### src/rtl/port_power_seq.sv
module port_power_seq (
  input  logic clk,
  input  logic rst_n,
  input  logic sel,
  input  logic cmd_enable,
  input  logic cmd_disable,
  input  logic fault_clr,
  input  logic adc_done,
  input  logic ramp_done,
  input  logic det_ok,
  input  logic cls_ok,
  input  logic load_present,
  input  logic oc_flag,
  output logic pwr_en,
  output logic port_active,
  output logic done,
  output logic fault
);

  typedef enum logic [2:0] {
    S_IDLE, S_DETECT, S_CLASSIFY, S_RAMP, S_ON, S_MEAS
  } state_t;

  state_t state;
  logic   pwr_q;
  logic   start_ok;
  logic   oc_trip;

  assign pwr_q       = (state == S_RAMP) || (state == S_ON) || (state == S_MEAS);
  assign pwr_en      = pwr_q && !oc_flag;
  assign oc_trip     = oc_flag && pwr_q;
  assign start_ok    = cmd_enable && !cmd_disable && !fault;
  assign port_active = !fault && (start_ok || (state != S_IDLE));

  always_ff @(posedge clk or negedge rst_n) begin
    if (!rst_n) begin
      state <= S_IDLE;
      done  <= 1'b0;
      fault <= 1'b0;
    end else begin
      done <= 1'b0;
      if (fault_clr) fault <= 1'b0;
      if (oc_trip) begin
        state <= S_IDLE;
        fault <= 1'b1;
      end else if (sel) begin
        case (state)
          S_IDLE:
            if (start_ok) state <= S_DETECT;
            else          done  <= 1'b1;
          S_DETECT:
            if (adc_done) begin
              if (det_ok) state <= S_CLASSIFY;
              else begin
                state <= S_IDLE;
                done  <= 1'b1;
              end
            end
          S_CLASSIFY:
            if (adc_done) begin
              if (cls_ok) state <= S_RAMP;
              else begin
                state <= S_IDLE;
                done  <= 1'b1;
              end
            end
          S_RAMP:
            if (ramp_done) begin
              state <= S_ON;
              done  <= 1'b1;
            end
          S_ON:
            if (cmd_disable) begin
              state <= S_IDLE;
              done  <= 1'b1;
            end else begin
              state <= S_MEAS;
            end
          S_MEAS:
            if (adc_done) begin
              state <= load_present ? S_ON : S_IDLE;
              done  <= 1'b1;
            end
          default: state <= S_IDLE;
        endcase
      end
    end
  end

  assert_hold_unselected_R3: assert property (@(posedge clk) disable iff (!rst_n)
    !sel && !oc_trip |=> $stable(state));

  assert_power_after_class_R5: assert property (@(posedge clk) disable iff (!rst_n)
    $rose(pwr_q) |-> $past(state == S_CLASSIFY && sel && adc_done && cls_ok));

  assert_disable_on_visit_R7: assert property (@(posedge clk) disable iff (!rst_n)
    sel && state == S_ON && cmd_disable && !oc_flag |=> !pwr_q && done);

  assert_oc_trip_R9: assert property (@(posedge clk) disable iff (!rst_n)
    oc_trip |=> fault && !pwr_q);

  assert_fault_sticky_R10: assert property (@(posedge clk) disable iff (!rst_n)
    fault && !fault_clr |=> fault);

  assert_fault_unpowered_R10: assert property (@(posedge clk) disable iff (!rst_n)
    fault |-> !pwr_en);

  assert_done_needs_sel_R11: assert property (@(posedge clk) disable iff (!rst_n)
    done |-> $past(sel));

endmodule

### config.mk
export PLATFORM = sky130hd
export DESIGN_NAME = port_power_seq
export DESIGN_NICKNAME = d
export VERILOG_FILES = /design/src/rtl/port_power_seq.sv
export SDC_FILE = /design/constraint.sdc
export NUM_CORES = 1
export LEC_CHECK = 0
export BUFFER_PORTS_ARGS = -buffer_cell sky130_fd_sc_hd__buf_2
export CAP_MARGIN = 20
export CORE_AREA = 5 5 42 44
export CTS_BUF_LIST = sky130_fd_sc_hd__clkbuf_8
export DETAILED_ROUTE_END_ITERATION = 6
export DIE_AREA = 0 0 47 49
export HOLD_SLACK_MARGIN = 0.08
export PLACE_DENSITY = 0.62
export SLEW_MARGIN = 0
export SYNTH_ARGS = -nofsm -noshare
export SYNTH_HDL_FRONTEND = slang
export SYNTH_SLANG_ARGS = --single-unit
export TNS_END_PERCENT = 10
### constraint.sdc
create_clock -name clk -period 1.72 [get_ports clk]
set_clock_uncertainty 0.2 [all_clocks]
set_input_delay 0.172 -clock clk [delete_from_list [all_inputs] [get_ports clk]]
set_output_delay 0.172 -clock clk [all_outputs]
set_load 0.005 [all_outputs]
==> results of run 1 <==
[cell usage in the layout (no fill, tap or decap), drive strengths merged]
cell type	netlist	routed
o21ai	7	7
nor3b	1	1
dfrtp	5	5
a2111oi	1	1
nor2	8	8
nand3b	2	2
nor4	1	1
dlygate4sd3	0	5
a31o	1	1
and2	1	1
clkbuf	0	3
o31ai	1	1
nand3	2	2
nand2b	1	1
nor2b	1	1
o211ai	2	2
and3b	1	1
o41ai	1	1
a31oi	1	1
nand2	1	1
o221ai	1	1
or3	1	1
buf	3	23
a21oi	5	5
inv	5	6
a311o	1	1
[stage by stage]
step	cells	power [mW]	hold WS (ns)	util (%)	worst slack, ns
finish	99	1.05	0.0919	49.1	0.0287
global route	99	1.16	0.119	49.1	-0.0578
CTS	99	1.05	0.0901	48.3	0.0128
detailed placement	88	0.774	-0.212	39.8	-0.000915
global placement	88	0.769	-0.210	39.8	0.0698
floorplan	54	0.596	-0.324	-	0.0935
[kinds of logic after synthesis]
| logic type | count (synthesis) | share of synthesized area (%) |
|---|---|---|
| AOI/OAI and AO/OA | 21 | 37.0 |
| and+or+nand+nor | 20 | 25.4 |
| buffers and inverters | 8 | 9.12 |
| DFF | 5 | 28.5 |
[what timing repair did]
item / 4_1_cts / 5_1_grt
pin swaps: 0 / 2
gates resized for setup: 3 / 5
endpoints found under the hold margin: 9 / 0
setup endpoints to repair: 3 / 5
buffers inserted: 2 / 0
hold buffers: 5 / 0
[flip-flops by register name, indices dropped and copies added (netlist names)]
signal and flops:
done 1, state 3, fault 1
[worst reg2reg max path, stage by stage (launching register included)]
cell	delay (ns)
dfrtp_2	0.44
or3_4	0.39
o221ai_2	0.29
a311o_4	0.18
o21ai_1	0.08
[synthesized netlist by cell type (all sizes together)]
| cell | number | area [µm²] |
|---|---|---|
| nor2 | 8 | 30.0 |
| o21ai | 7 | 35.0 |
| a21oi | 5 | 25.0 |
| dfrtp | 5 | 125 |
| inv | 5 | 18.8 |
| buf | 3 | 21.3 |
| nand3 | 2 | 10.0 |
| nand3b | 2 | 15.0 |
| o211ai | 2 | 15.0 |
| a2111oi | 1 | 8.76 |
| a311o | 1 | 20.0 |
| a31o | 1 | 8.76 |
| a31oi | 1 | 6.26 |
| and2 | 1 | 6.26 |
| and3b | 1 | 8.76 |
| nand2 | 1 | 3.75 |
| nand2b | 1 | 6.26 |
| nor2b | 1 | 6.26 |
| nor3b | 1 | 12.5 |
| nor4 | 1 | 6.26 |
| o221ai | 1 | 15.0 |
| o31ai | 1 | 12.5 |
| o41ai | 1 | 16.3 |
| or3 | 1 | 6.26 |
[worst max path at each step]
stage / slack [ns] / cells after the start / start / to
3_5_place_dp: -0.0009 / 4 / state[0] / state[0]
4_1_cts: 0.01 / 4 / fault / state[2]
5_1_grt: -0.06 / 4 / fault / state[1]
3_3_place_gp: 0.07 / 4 / state[0] / state[2]
2_1_floorplan: 0.09 / 5 / state[1] / state[0]
6_report: 0.03 / 4 / state[1] / state[0]
[power by group]
group          internal (mW)  switching (mW)  leakage [nW]
Combinational          0.323           0.286         0.225
Clock                  0.153          0.0547        0.0269
Sequential             0.177          0.0591        0.0611
Total                  0.653           0.400         0.313
[layer usage]
| layer | part of all wire [%] | GRT usage [%] | up-vias |
|---|---|---|---|
| met2 | 46 | 15.2 | 14 |
| met5 | 0 | 0 | - |
| met3 | 8.0 | 2.58 | 0 |
| met4 | 0 | 2.76 | 0 |
| met1 | 46 | 14.9 | 207 |
| li1 | - | - | 256 |
[final cells by class]
type                    count  area [µm²]
clock buffers               3        41.3
inverters                   5        18.8
clock inverters             1        3.75
multi-input cells          41         290
repair buffers             28         185
flip-flops and latches      5         129
fillers                   138         713
well taps                  16        20.0
==> summary.md, run 1 <==
| Metric | Value |
|---|---|
| Status | completed |
| Final setup fails | 0 |
| IO Port Bufs | 15 |
| Mapped Area | 439 µm² |
| Chip height | 49 µm |
| Syn Nets | 66 |
| Vias | 477 |
| Chip width | 47 µm |
| DR DRC count | 0 |
| Max incr delay on CP | 0.44 ns |
| Clk sinks | 5 |
| Final cycle utilization of the critical path | 98.3% |
| CTS H-tree depth | 1 |
| Critical-path cell list | or3_4 -> o221ai_2 -> a311o_4 -> o21ai_1 |
| CP Class | flop to flop |
| Reg2Reg Capture Point | state[0] |
| Worst IR drop on VDD | 596 µV |
| GP Congestion | 0.810 |
| Relative slew slack | 75.0% |
| Vias in the first global route | 398 |
| Area delta synth->final | 56.7% |
| Post-DP HPWL | 900 µm |
| Initial detailed-routing violation count | 5 |
| All-layer global routing usage | 10.4% |
| Final Net Count | 96 |
| IO Count | 16 |
| GR Overflow Total | 0 |
| Placed cell area | 558 µm² |
| Pin slew with the least headroom to its limit | 0.365 ns |
| Final TNS setup | 0 ns |
| FF-to-FF Start | state[1] |
| Initial Util | 31.3% |
| CP Max Fanout | 6 |
| Pwr dens | 1530 nW/µm² |
| Sequential area share after synthesis | 28.5% |
| Clk_lat worst skew | 0.22 ns |
| Core box area | 1400 µm² |
| Final worst path period need | 1.69 ns |
| Drt via density | 4.82 |
| Reg2reg path depth | 4 |
| Synth Warn # | 0 |
| Max-Cap Viols | 0 |
| Post-synthesis cell type count | 26 |
| Critical Path Start Type | flop |
| Die area | 2300 µm² |
| Diodes inserted | 0 |
| First-pass GRT wire length | 1810 µm |
| CTS buffer count | 3 |
| Req. time, crit path | 1.62 ns |
| Design area | 688 µm² |
| Final ANT Viol Nets | 0 |
| Flop2flop setup slack | 0.03 ns |
| Final Max Tran Viols | 0 |
| Avg Inst Size Synth | 8.13 µm² |
| FP Rows | 14 |
| CP max stage cell | dfrtp_2 |
| RSZ-0062 raised after global routing | true |
| Worst Path Buf+Inv | 0 |
| CTS max path bufs | 2 |
| CP arrival | 1.59 ns |
| DR WL/cell | 11.3 µm |
| CTS tree | yes |
| Largest net degree at the start of global routing | 9 |
| Fmax | 0.591 GHz |
| CTS root buf | clkbuf_8 |
| Worst hold-check path type | input pin to asynchronous set/reset pin |
| Leakage | 0.313 nW |
| Hold violation count in the final report | 0 |
| Synth Register Bits | 5 |
| Worst-path clk slew | 0.04 ns |
| Initial antenna violation count | 0 |
| Layout cells sized above 1 | 45.8% |
| Setup crit end kind | flop |
| Final WL | 1120 µm |
| Pre-antenna DRT Iters | 4 |
| Crit-path leading delay family | compound AO/OA/AOI/OAI gates |
| Synth Instances | 54 |
Note: power is estimated with default switching activity, not from simulation.
==> run 2, diff against run 1 <==
--- a/config.mk
+++ b/config.mk
@@ -5,6 +5,7 @@
 export SDC_FILE = /design/constraint.sdc
 export NUM_CORES = 1
 export LEC_CHECK = 0
+export ABC_CLOCK_PERIOD_IN_PS = 1720
 export BUFFER_PORTS_ARGS = -buffer_cell sky130_fd_sc_hd__buf_2
 export CAP_MARGIN = 20
 export CORE_AREA = 5 5 42 44
@@ -13,6 +14,7 @@
 export DIE_AREA = 0 0 47 49
 export HOLD_SLACK_MARGIN = 0.08
 export PLACE_DENSITY = 0.62
+export SETUP_SLACK_MARGIN = 0.4
 export SLEW_MARGIN = 0
 export SYNTH_ARGS = -nofsm -noshare
 export SYNTH_HDL_FRONTEND = slang
==> run 2 against run 1 <==
Non-clock buffer count rose by 4. Critical path depth unchanged. Highest routed layer is now met4. Total power up 16%. Largest power group unchanged.
==> summary.md, run 2 (synthesized netlist as in run 1, its figures left out) <==
| Metric | Value |
|---|---|
| Clk sinks | 5 (unchanged) |
| Clk_lat worst skew | 0.22 ns (about the same) |
| Critical-path cell list | nor3b_4 -> o221ai_4 -> a311o_4 -> o41ai_4 |
| Hold EP | fault |
| Largest Register | state |
| Final hold slack | 0.0778 ns (-0.0140 ns) |
| Leakage | 0.344 nW (+9.9%) |
| Max-Cap Viols | 0 (unchanged) |
| Setup crit end kind | flop |
| Initial antenna violation count | 0 (unchanged) |
| Worst-path clk slew | 0.04 ns (about the same) |
| Final ANT Viol Nets | 0 (unchanged) |
| Critical Path Start Type | flop |
| GR Overflow Total | 0 (unchanged) |
| Vias | 529 (+11%) |
| CTS H-tree depth | 1 (unchanged) |
| Post-DP HPWL | 934 µm (+3.8%) |
| Vias in the first global route | 462 (+16%) |
| CTS buffer count | 3 (unchanged) |
| Worst IR drop on VDD | 694 µV (+17%) |
| Final Util | 55.0% (+5.9 points) |
| FP Rows | 14 (unchanged) |
| DR WL/cell | 12.7 µm (+12%) |
| Final Net Count | 100 (+4.2%) |
| Chip width | 47 µm (unchanged) |
| RSZ-0062 raised after global routing | true |
| IO Count | 16 (unchanged) |
| Commonest cells after routing, fill and taps aside | buf_2 (15), buf_4 (11), nor2_1 (7), inv_1 (6), dlygate4sd3_1 (5) |
| Die area | 2300 µm² (unchanged) |
| Req. time, crit path | 1.63 ns (about the same) |
| Core box area | 1400 µm² (unchanged) |
| Fmax | 0.584 GHz (-1.2%) |
| Final TNS setup | 0 ns (unchanged) |
| Relative slew slack | 76.1% (+1.0 points) |
| Area delta synth->final | 75.5% |
| Status | completed |
| Chip height | 49 µm (unchanged) |
| Largest net degree at the start of global routing | 8 (-1) |
| Worst Path Buf+Inv | 0 (unchanged) |
| CP max stage cell | dfrtp_1 |
| Max incr delay on CP | 0.40 ns (-0.04 ns) |
| Layout cells sized above 1 | 51.7% (+5.9 points) |
| Largest registers | state (3), done (1), fault (1) |
| Dpl cells | 89 (+1.1%) |
| CP Class | flop to flop |
| Final worst path period need | 1.71 ns (+0.0203 ns) |
| Largest register FFs | 3 (unchanged) |
| DR DRC count | 0 (unchanged) |
| IO Port Bufs | 15 (unchanged) |
| CP arrival | 1.62 ns (+0.03 ns) |
| Diodes inserted | 0 (unchanged) |
| Pre-antenna DRT Iters | 4 (unchanged) |
| Worst hold-check path type | input pin to flop |
| Hold Crit Start | oc_flag |
| Final setup fails | 0 (unchanged) |
| Crit-path leading delay family | compound AO/OA/AOI/OAI gates |
| Final cell count without fillers | 103 (+4.0%) |
| CP Max Fanout | 4 (-2) |
| Flop2flop setup slack | 0.008 ns (-0.02 ns) |
| Final cycle utilization of the critical path | 99.5% (+1.2 points) |
| Drt via density | 5.14 (+6.6%) |
| Reg2reg path depth | 4 (unchanged) |
| Pwr dens | 1590 nW/µm² (+3.6%) |
| Initial detailed-routing violation count | 3 (-2) |
| Commonest non-fill, non-tap cell in the layout | buf_2 |
| CTS tree | yes |
| Initial Util | 31.3% (unchanged) |
| All-layer global routing usage | 11.5% (+1.1 points) |
| Final WL | 1310 µm (+17%) |
| Reg2Reg Capture Point | state[1] |
| Pin slew with the least headroom to its limit | 0.350 ns (-0.0152 ns) |
| Hold depth | 3 |
| CTS max path bufs | 2 (unchanged) |
| FF-to-FF Start | fault |
| CTS root buf | clkbuf_8 |
| Hold violation count in the final report | 0 (unchanged) |
| GP Congestion | 0.860 (+6.1%) |
| First-pass GRT wire length | 1950 µm (+7.2%) |
| Final Max Tran Viols | 0 (unchanged) |
==> run 2: changes by cell type in the layout (fill, tap and decap cells not counted), sizes merged <==
cell	delta
buf	+4
==> run 2: worst min-delay path: stages <==
cell and delay (ns):
buf_2 0.14, o21ai_4 0.08, o21ai_1 0.06
==> run 2: area by class of cell <==
cell class                      count  area [µm²]
Inverter                            5        18.8
Tap cell                           16        20.0
Multi-Input combinational cell     41         339
Clock inverter                      1        3.75
Clock buffer                        3        41.3
Timing Repair Buffer               32         219
Fill cell                         140         631
Sequential cell                     5         129
==> run 2: where the power goes <==
part / leakage [nW] / switching, mW / internal [mW]
sequential: 0.0611 / 0.0548 / 0.177
clock: 0.0269 / 0.0573 / 0.153
combinational: 0.256 / 0.369 / 0.411
total: 0.344 / 0.481 / 0.741
==> run 2: repair_timing <==
| item | in CTS | in global routing |
|---|---|---|
| endpoints found under the setup margin | 7 | 7 |
| resized for setup | 3 | 16 |
| hold buffers | 5 | 0 |
| hold endpoints to repair | 9 | 0 |
| setup buffers | 3 | 2 |
| pin swaps | 0 | 5 |
==> run 2: metal layers <==
layer / vias up / GRT usage (%) / wire, µm
met3: 3 / 2.58 / 95
met1: 241 / 15.6 / 541
li1: 266 / - / -
met4: 0 / 4.15 / 14
met2: 19 / 17.2 / 659
met5: - / 0 / 0
==> run 2: worst max-delay path by stage <==
stage / from / to / slack (ns) / cells after the start
after detailed placement: state[0] / state[0] / 0.003 / 4
after global placement: state[0] / state[2] / 0.07 / 4
after floorplan: state[1] / state[0] / 0.09 / 5
after global routing: fault / state[1] / -0.07 / 4
final: fault / state[1] / 0.008 / 4
after CTS: state[1] / port_active / 0.01 / 4
==> run 2: stage by stage <==
stage / area [µm²] / total power [mW] / setup slack, ns
final: 771 / 1.22 / 0.00840
after global routing: 771 / 1.32 / -0.0658
after CTS: 692 / 1.08 / 0.0132
after detailed placement: 566 / 0.786 / 0.00265
after global placement: 566 / 0.781 / 0.0702
after floorplan: 439 / 0.596 / 0.0935
==> run 3, diff against run 2 <==
==> constraint.sdc (replaced) <==
create_clock -name clk -period 1.72 [get_ports clk]
set_clock_uncertainty 0.2 [all_clocks]
set_input_delay 0.344 -clock clk [delete_from_list [all_inputs] [get_ports clk]]
set_output_delay 0.344 -clock clk [all_outputs]
set_load 0.005 [all_outputs]
==> run 3 against run 2 <==
The flow now finishes with violations (setup timing). Die area stayed put. Combinational power is 8.6% lower. Flip-flop and latch count stayed put. Clock-buffer cell count stayed put. First-iteration DRC count grew to 6.0 times the previous value. Sequential power is 8% lower. Total power is 7.5% lower. Core utilization is 6.7 points lower. Global-route usage is 0.27 points higher. Final cell count is 3.9% lower. Largest cell class unchanged.
==> summary.md, run 3 (synthesized netlist as in run 1, its figures left out) <==
| Metric | Value |
|---|---|
| CTS buffer count | 3 (unchanged) |
| CTS H-tree depth | 1 (unchanged) |
| Final ANT Viol Nets | 0 (unchanged) |
| Critical-path cell list | or3_4 -> nor2_4 -> nor2_1 -> buf_2 |
| Leakage | 0.320 nW (-6.8%) |
| Largest registers | state (3), done (1), fault (1) |
| IO Port Bufs | 15 (unchanged) |
| FF+latch area | 125 µm² (-2.9%) |
| Failing checks | setup timing |
| DR DRC count | 0 (unchanged) |
| Met3 Usage GRT | 3.69% (+1.1 points) |
| Initial detailed-routing violation count | 18 (+15) |
| Multi-input gate area | 293 µm² (-14%) |
| Final cycle utilization of the critical path | 106% (+6.8 points) |
| Total power | 1.13 mW (-7.5%) |
| Largest Register | state |
| CP Max Fanout | 2 (-2) |
| Commonest cells after routing, fill and taps aside | buf_2 (15), buf_4 (12), nor2_1 (7), inv_1 (6), o21ai_0 (6) |
| Reg2Reg Capture Point | state[1] |
| Pre-CTS setup slack | -0.0369 ns (-0.0396 ns) |
| Vias in the first global route | 506 (+9.5%) |
| Final WL | 1270 µm (-3.5%) |
| Worst-path clk slew | 0.03 ns (about the same) |
| Critical Path Start Type | flop |
| Final WS setup | -0.108 ns (-0.117 ns) |
| Diodes inserted | 0 (unchanged) |
| Largest register FFs | 3 (unchanged) |
| GR Util met2 | 18.3% (+1.1 points) |
| Clk sinks | 5 (unchanged) |
| Status | complete, but fails checks |
| Dpl cells | 89 (unchanged) |
| Largest net degree at the start of global routing | 13 (+5) |
| First-pass GRT wire length | 2030 µm (+4.3%) |
| Drt via density | 5.06 (-1.5%) |
| DR WL/cell | 12.8 µm (+0.39%) |
| Fmax | 0.547 GHz (-6.4%) |
| Die area | 2300 µm² (unchanged) |
| Area delta synth->final | 54.1% |
| Relative slew slack | 72.1% (-4.0 points) |
| Gr busiest metal | met2 |
| Chip width | 47 µm (unchanged) |
| Fillers | 150 (+7.1%) |
| Commonest non-fill, non-tap cell in the layout | buf_2 |
| Initial antenna violation count | 0 (unchanged) |
| Final worst path period need | 1.83 ns (+0.117 ns) |
| Req. time, crit path | 1.18 ns (-0.45 ns) |
| Final setup fails | 5 (+5) |
| Final Max Tran Viols | 0 (unchanged) |
| Final TNS setup | -0.324 ns (-0.324 ns) |
| Max-Cap Viols | 0 (unchanged) |
| Chip height | 49 µm (unchanged) |
| Core box area | 1400 µm² (unchanged) |
| Hold depth | 2 (-1) |
| FP Rows | 14 (unchanged) |
| Max incr delay on CP | 0.41 ns (about the same) |
| Setup crit end kind | output port |
| CP arrival | 1.28 ns (-0.34 ns) |
| Post-DP HPWL | 913 µm (-2.2%) |
| Clk_lat worst skew | 0.22 ns (about the same) |
| All-layer global routing usage | 11.7% (+0.27 points) |
| Reg2reg path depth | 4 (unchanged) |
| Vias | 501 (-5.3%) |
| Pin slew with the least headroom to its limit | 0.415 ns (+0.0649 ns) |
| Pwr dens | 1670 nW/µm² (+5.3%) |
| CTS tree | yes |
| Met1 usage | 14.7% (-0.93 points) |
| RSZ-0062 raised after global routing | true |
| Hold violation count in the final report | 0 (unchanged) |
| Final cell count without fillers | 99 (-3.9%) |
| CTS root buf | clkbuf_8 |
| IO Count | 16 (unchanged) |
| CP endpoint | port_active |
| CP max stage cell | or3_4 |
| FF-to-FF Start | fault |
| Pre-antenna DRT Iters | 4 (unchanged) |
| Layout cells sized above 1 | 45.8% (-5.9 points) |
| GP Congestion | 0.852 (-0.84%) |
| Final Util | 48.3% (-6.7 points) |
| Worst hold-check path type | input pin to flop |
| Final Net Count | 96 (-4.0%) |
| CTS max path bufs | 2 (unchanged) |
| CP Class | flop to output port |
| Initial Util | 31.3% (unchanged) |
| GR Overflow Total | 0 (unchanged) |
| Flop2flop setup slack | -0.07 ns (-0.08 ns) |
| Critical Path Source | state[0] |
| Worst IR drop on VDD | 482 µV (-31%) |
## run 3: cell type report
class	instances	share of cell area (%)
inverter	5	2.77
sequential	5	18.5
multi-input combinational	41	43.3
clock inverter	1	0.555
clock buffer	3	6.10
timing repair buffer	28	25.9
tap	16	2.96
## run 3: metrics by stage
step           cell area [µm²]  hold slack, ns
2_1_floorplan              439          -0.152
3_3_place_gp               566         -0.0392
3_5_place_dp               566         -0.0424
4_1_cts                    656           0.129
5_1_grt                    677           0.171
6_report                   677           0.129
## run 3: worst min path at each step
stage                   start    end
floorplan               rst_n   done
global placement        rst_n  fault
detailed placement      rst_n   done
CTS                 fault_clr  fault
global route        fault_clr  fault
finish              fault_clr  fault
## run 3: power by group
part / switching (mW) / total (mW) / internal (mW)
Sequential: 0.0433 / 0.214 / 0.171
Combinational: 0.339 / 0.713 / 0.373
Clock: 0.0510 / 0.203 / 0.152
## run 3: what timing repair did
item,CTS,global route
endpoints found under the setup margin,7,8
endpoints found under the hold margin,5,0
hold buffers,1,0
pin swaps,2,4
gates resized for setup,3,1
buffers inserted,3,2
## run 3: critical path: cells and delay by family, from the launching register on
kind | cells | cell delay (ns)
buffers and inverters | 1 | 0.12
AND/OR/NAND/NOR | 3 | 0.57
flip-flops | 1 | 0.38
## run 3: metal layers
metal  routed length, µm  share of wire, %  vias to the layer above
met5                   0                 0                        -
met4                   0                 0                        0
met3                  84               6.6                        0
met2                 639                51                       18
met1                 541                43                      227
li1                    -                 -                      256
